`config.mk`:
```
export PLATFORM = sky130hd
export DESIGN_NAME = ser_ctrl_port
export DESIGN_NICKNAME = d
export VERILOG_FILES = /design/src/rtl/ser_ctrl_pkg.sv /design/src/rtl/ser_sync.sv /design/src/rtl/ser_frame_rx.sv /design/src/rtl/chan_reg.sv /design/src/rtl/ser_ctrl_port.sv
export SDC_FILE = /design/constraint.sdc
export NUM_CORES = 1
export LEC_CHECK = 0
export BUFFER_PORTS_ARGS = -buffer_cell sky130_fd_sc_hd__buf_2
export CORE_MARGIN = 2
export CORE_UTILIZATION = 50
export DETAILED_ROUTE_END_ITERATION = 7
export GPL_ROUTABILITY_DRIVEN = 1
export HOLD_SLACK_MARGIN = 0.08
export PLACE_DENSITY_LB_ADDON = 0.12
export SETUP_SLACK_MARGIN = 0.2
export SYNTH_ARGS = -nofsm -noshare
export SYNTH_HDL_FRONTEND = slang
export SYNTH_SLANG_ARGS = --single-unit
```
`constraint.sdc`:
```
create_clock -name clk -period 1.6 [get_ports clk]
set_input_delay 0.24 -clock clk [delete_from_list [all_inputs] [get_ports clk]]
set_output_delay 0.24 -clock clk [all_outputs]
set_load 0.05 [all_outputs]
```
`src/rtl/ser_ctrl_pkg.sv`:
```
package ser_ctrl_pkg;
  localparam int ADDR_W   = 6;
  localparam int CMD_BITS = 8;
  localparam int DATA_W   = 8;
  localparam int FRAME    = CMD_BITS + DATA_W;
  localparam int CNT_W    = $clog2(FRAME + 1);
  localparam int CFG_W    = 7;

  typedef struct packed {
    logic       side_dis;
    logic [1:0] rate;
    logic       fmt;
    logic       bypass;
    logic       alg_rst;
    logic       idle;
  } chan_ctrl_t;
endpackage

```
`src/rtl/ser_sync.sv`:
```
module ser_sync #(
  parameter int          WIDTH  = 3,
  parameter int          STAGES = 2,
  parameter logic [WIDTH-1:0] RST_VAL = '0
) (
  input  logic             clk,
  input  logic             rst,
  input  logic [WIDTH-1:0] d_in,
  output logic [WIDTH-1:0] d_out
);
  for (genvar b = 0; b < WIDTH; b++) begin : g_bit
    logic [STAGES-1:0] pipe;
    always_ff @(posedge clk) begin
      if (rst) pipe <= {STAGES{RST_VAL[b]}};
      else     pipe <= {pipe[STAGES-2:0], d_in[b]};
    end
    assign d_out[b] = pipe[STAGES-1];
  end
endmodule

```
`src/rtl/ser_frame_rx.sv`:
```
module ser_frame_rx
  import ser_ctrl_pkg::*;
#(
  parameter int NCH = 2
) (
  input  logic              clk,
  input  logic              rst,
  input  logic              sclk_s,
  input  logic              sdi_s,
  input  logic              csn_s,
  input  logic [ADDR_W-1:0] strap,
  output logic              wr_stb,
  output logic [$clog2(NCH)-1:0] wr_ch,
  output logic [CFG_W-1:0]  wr_data
);
  localparam int CH_POS    = ADDR_W;
  localparam int DATA_BASE = CMD_BITS;

  logic             sclk_d;
  logic             rise;
  logic [CNT_W-1:0] cnt;
  logic             reject;
  logic             ch_q;
  logic [CFG_W-1:0] data_q;

  assign rise = sclk_s & ~sclk_d;

  always_ff @(posedge clk) begin
    if (rst) sclk_d <= 1'b0;
    else     sclk_d <= sclk_s;
  end

  always_ff @(posedge clk) begin
    if (rst) begin
      cnt     <= '0;
      reject  <= 1'b0;
      ch_q    <= 1'b0;
      data_q  <= '0;
      wr_stb  <= 1'b0;
      wr_ch   <= '0;
      wr_data <= '0;
    end else begin
      wr_stb <= 1'b0;
      if (csn_s) begin
        cnt    <= '0;
        reject <= 1'b0;
      end else if (rise && cnt != CNT_W'(FRAME)) begin
        cnt <= cnt + 1'b1;
        for (int b = 0; b < ADDR_W; b++)
          if (cnt == CNT_W'(b) && sdi_s != strap[b]) reject <= 1'b1;
        if (cnt == CNT_W'(CH_POS)) ch_q <= sdi_s;
        for (int b = 0; b < CFG_W; b++)
          if (cnt == CNT_W'(DATA_BASE + b)) data_q[b] <= sdi_s;
        if (cnt == CNT_W'(FRAME - 1)) begin
          wr_stb  <= ~reject;
          wr_ch   <= $clog2(NCH)'(ch_q);
          wr_data <= data_q;
        end
      end
    end
  end
endmodule

```
`src/rtl/chan_reg.sv`:
```
module chan_reg
  import ser_ctrl_pkg::*;
(
  input  logic             clk,
  input  logic             rst,
  input  logic             wr_en,
  input  logic [CFG_W-1:0] wr_data,
  input  logic             done,
  output chan_ctrl_t       ctrl,
  output logic             oe
);
  chan_ctrl_t nd;
  assign nd = chan_ctrl_t'(wr_data);

  always_ff @(posedge clk) begin
    if (rst) begin
      ctrl <= '0;
      oe   <= 1'b1;
    end else begin
      if (wr_en) begin
        ctrl.idle     <= nd.idle;
        ctrl.bypass   <= nd.bypass;
        ctrl.fmt      <= nd.fmt;
        ctrl.rate     <= nd.rate;
        ctrl.side_dis <= nd.side_dis;
        oe            <= ~nd.side_dis;
      end
      if (wr_en && nd.alg_rst) ctrl.alg_rst <= 1'b1;
      else if (done)           ctrl.alg_rst <= 1'b0;
    end
  end
endmodule

```
`src/rtl/ser_ctrl_port.sv`:
```
module ser_ctrl_port
  import ser_ctrl_pkg::*;
#(
  parameter int NCH         = 2,
  parameter int SYNC_STAGES = 2
) (
  input  logic              clk,
  input  logic              rst,
  input  logic [ADDR_W-1:0] addr_strap,
  input  logic              ser_clk,
  input  logic              ser_din,
  input  logic              ser_cs_n,
  input  logic [NCH-1:0]    alg_done,
  output logic [NCH-1:0]    chan_idle,
  output logic [NCH-1:0]    chan_alg_rst,
  output logic [NCH-1:0]    chan_bypass,
  output logic [NCH-1:0]    chan_fmt,
  output logic [2*NCH-1:0]  chan_rate,
  output logic [NCH-1:0]    side_oe,
  output logic              standby
);
  localparam int CH_W = $clog2(NCH);

  logic [2:0]       sync_out;
  logic             wr_stb;
  logic [CH_W-1:0]  wr_ch;
  logic [CFG_W-1:0] wr_data;
  chan_ctrl_t       ctrl [NCH];
  logic [NCH-1:0]   dis;

  ser_sync #(.WIDTH(3), .STAGES(SYNC_STAGES), .RST_VAL(3'b100)) u_sync (
    .clk  (clk),
    .rst  (rst),
    .d_in ({ser_cs_n, ser_din, ser_clk}),
    .d_out(sync_out)
  );

  ser_frame_rx #(.NCH(NCH)) u_rx (
    .clk    (clk),
    .rst    (rst),
    .sclk_s (sync_out[0]),
    .sdi_s  (sync_out[1]),
    .csn_s  (sync_out[2]),
    .strap  (addr_strap),
    .wr_stb (wr_stb),
    .wr_ch  (wr_ch),
    .wr_data(wr_data)
  );

  for (genvar i = 0; i < NCH; i++) begin : g_ch
    chan_reg u_reg (
      .clk    (clk),
      .rst    (rst),
      .wr_en  (wr_stb && wr_ch == CH_W'(i)),
      .wr_data(wr_data),
      .done   (alg_done[i]),
      .ctrl   (ctrl[i]),
      .oe     (side_oe[i])
    );
    assign chan_idle[i]        = ctrl[i].idle;
    assign chan_alg_rst[i]     = ctrl[i].alg_rst;
    assign chan_bypass[i]      = ctrl[i].bypass;
    assign chan_fmt[i]         = ctrl[i].fmt;
    assign chan_rate[2*i +: 2] = ctrl[i].rate;
    assign dis[i]              = ctrl[i].side_dis;
  end

  always_ff @(posedge clk) begin
    if (rst) standby <= 1'b0;
    else     standby <= &dis;
  end
endmodule

```
==> flow_metrics.tcl <==
set metrics [dict create \
    status "finished, violations left" \
    failed_checks "setup timing" \
    ff2ff_setup_slack_ns -0.04 \
    postCtsHoldBufs 0 \
    place.gp.congestion 0.8704 \
    cp-start-kind "flip-flop" \
    worst_pin_slew_ns 0.3819 \
    chipWidth_um 67.32 \
    dp_hpwl_um 2777 \
    syn_area_um2 2004 \
    syn_inst 218 \
    fmax_mhz 610.2 \
    fp.dieH_um 67.32 \
    final_nets 260 \
    clock_latency_ns 0.30 \
    synthTopCellsByArea "dfxtp_1 47%, mux2i_1 8.5%, buf_4 5.2%" \
    place_area_um2 2175 \
    cts_buffers 5 \
    power_density_nw_per_um2 843.7 \
    power.leakage_nw 0.9381 \
    holdPathEnd "u_sync.g_bit[2].pipe[0]$_SDFF_PP1_" \
    skew_ns 0.01254 \
    crit_path_max_fanout 8 \
    nFillCells 363 \
    path_cells "inv_2 > ha_4 > and4bb_4 > nor4b_4 > buf_12 > mux2i_1 > nor2_1" \
    rows 23 \
    cp-end-kind "flip-flop" \
    yosys.area.top_type_share_pct 46.94 \
    synth_top_area_cell "dfxtp_1" \
    grt_util_met1_pct 23.90 \
    synth_common_cells "47 x dfxtp_1, 24 x nor2_1, 22 x nand2_1" \
    top_usage_layer "met2" \
    peakVddDrop_uv 624.0 \
    syn_avg_cell_area_um2 9.195 \
    start_util_pct 51.21 \
    synth.distinct_cells 32 \
    drive_above_1_share_pct 29.63 \
    ios 28 \
    fin_hold_ws_ns 0.1219 \
    port_buffers 27 \
    drt_pass1_iterations 4 \
    vias_per_cell 5.229 \
    hold_violations 0 \
    synth.most_common_cell "dfxtp_1" \
    yosysSeqAreaShare_pct 46.94 \
    rsz0062_at_grt "true" \
    finalWorstSetupSlack_ns -0.03872 \
    synth.ff_latch_count 47 \
    hp-start "ser_cs_n" \
    routed_wirelength_um 3986 \
    stdcell_area_um2 2369 \
    grt_use_total_pct 18.89 \
    cts-root-buf "clkbuf_8" \
    synth-async-reset-ratio_pct 0 \
    setup_violations 4 \
    overflow 0 \
    post_drt_wl_per_cell_um 13.60 \
    grt_pass1_vias 1417 \
    timing.final.crit_share_pct 102.4 \
    met2_usage_pct 32.05 \
    cts_tree "done" \
    synth_edf_count 0 \
    core_um2 3914 \
    synth_fp_nets 236 \
    maxCapViolCount 0 \
    slew_headroom_pct 74.54 \
    antenna_found_initial 0 \
    clkSinkCount 47 \
    worstHoldPathType "in2reg" \
    dr_total_vias 1532 \
    n_antenna_cell 0 \
    slowest_stage "dfxtp_4" \
    grt_start_max_net_pins 41 \
    path_class "reg2reg" \
    r2r-end "u_rx.wr_data[6]$_SDFFE_PP0P_" \
    drc 0 \
    area_growth_pct 18.16 \
    ys.flop_type "dfxtp_1" \
    clk_path_buf_depth 2 \
    crit_path_max_incr_delay_ns 0.39 \
    grt_pass1_wl_um 6410 \
    tns_ns -0.06751 \
    worstPathRequired_ns 1.77 \
    postRouteAntennaNets 0 \
    r2r-start "u_rx.cnt[1]$_SDFFE_PP0P_" \
    yosys_warnings 0 \
    startpoint "u_rx.cnt[1]$_SDFFE_PP0P_" \
    clk_pin_slew_worst_paths_ns 0.09 \
    grtUsageMet3_pct 4.000 \
    worstRegToRegCells 7 \
    die_area_um2 4531 \
    first_iter_violations 96 \
    min_period_ns 1.639 \
    slew_violations 0 \
    clock_tree.htree_level_count 2 \
    whs_path_depth 2 \
    worstPathArrival_ns 1.81 \
]
stage by stage:
step	setup slack, ns	power [mW]	std cells	utilization (%)
2_1_floorplan	0.07954	1.245	218	-
3_3_place_gp	0.01157	1.269	281	55.56
3_5_place_dp	-0.04458	1.272	281	55.56
4_1_cts	-0.01667	2.009	292	59.59
5_1_grt	-0.07328	2.073	293	60.52
6_report	-0.03872	1.998	293	60.52
report_power, final:
group / leakage, nW / total, mW / internal, mW / switching [mW]
combinational: 0.505 / 0.0706 / 0.0328 / 0.0377
clock: 0.0517 / 0.748 / 0.354 / 0.394
sequential: 0.382 / 1.18 / 1.17 / 0.00650
total: 0.938 / 2.00 / 1.56 / 0.438
cell families (layout without fill, tap and decap cells):
family                     after synthesis  after routing  share of synthesized area (%)
adders and majority gates                5              5                          3.121
xor gates and xnor gates                 5              5                          2.185
AOI/OAI and AO/OA                       29             29                          8.552
buffers and inverters                   32             57                          9.051
muxes                                   17             17                          8.489
and+or+nand+nor                         83             83                          21.66
DFF                                     47             47                          46.94
critical path, delay by kind of cell, from the launching register on:
kind | cells | cell delay, ns
muxes | 1 | 0.21
and+or+nand+nor | 3 | 0.53
adders and majority gates | 1 | 0.15
DFF | 1 | 0.39
buffers and inverters | 2 | 0.23
worst max path at each step:
stage                                    to  slack (ns)  depth (start not counted)
2_1_floorplan  u_rx.wr_data[0]$_SDFFE_PP0P_        0.08                          7
3_3_place_gp        u_rx.wr_ch$_SDFFE_PP0P_        0.01                          7
3_5_place_dp   u_rx.wr_data[4]$_SDFFE_PP0P_       -0.04                          7
4_1_cts        u_rx.wr_data[4]$_SDFFE_PP0P_       -0.02                          7
5_1_grt        u_rx.wr_data[0]$_SDFFE_PP0P_       -0.07                          7
6_report       u_rx.wr_data[6]$_SDFFE_PP0P_       -0.04                          7
cell type report:
cell class                      count  area [um^2]  share of cell area [%]
Clock inverter                      2        15.01                  0.6339
Timing Repair Buffer               42        264.0                   11.15
Multi-Input combinational cell    139        969.7                   40.94
Inverter                            7        26.28                   1.109
Clock buffer                        6        82.58                   3.487
Sequential cell                    47        948.4                   40.04
Tap cell                           50        62.56                   2.641
routing by layer:
metal | up-vias | share of wire [%]
li1 | 770 | -
met1 | 717 | 44
met2 | 40 | 50
met3 | 5 | 4.9
met4 | 0 | 1.2
met5 | - | 0
state kept, by name (all words and copies together), names as in the netlist:
| name | flops |
|---|---|
| u_rx.wr_data | 7 |
| u_sync.g_bit.pipe | 6 |
| u_rx.cnt | 5 |
| u_rx.wr_ch | 1 |
| g_ch.u_reg.ctrl | 14 |
| u_rx.ch_q | 1 |
| standby | 1 |
| g_ch.u_reg.oe | 2 |
| u_rx.reject | 1 |
| u_rx.wr_stb | 1 |
| u_rx.data_q | 7 |
| u_rx.sclk_d | 1 |
cells in the final DEF (no fill, tap or decap), drive strengths merged, types with 2 or more instances in the layout:
master / count
dfxtp: 47
o21ai: 3
nor2b: 9
nand2: 22
nor2: 24
nand2b: 2
mux2i: 17
nand4: 5
clkbuf: 6
ha: 5
nand3: 11
inv: 8
a211oi: 2
xnor2: 4
nor4b: 2
a21oi: 17
a211o: 2
or2: 3
nor3: 2
buf: 42
repair_timing:
action	CTS	global route
setup endpoints to repair	12	22
gates cloned	0	0
buffers inserted	3	1
gates resized for setup	9	6
pin swaps	1	6
No activity file was read; power rests on OpenSTA's default activity.
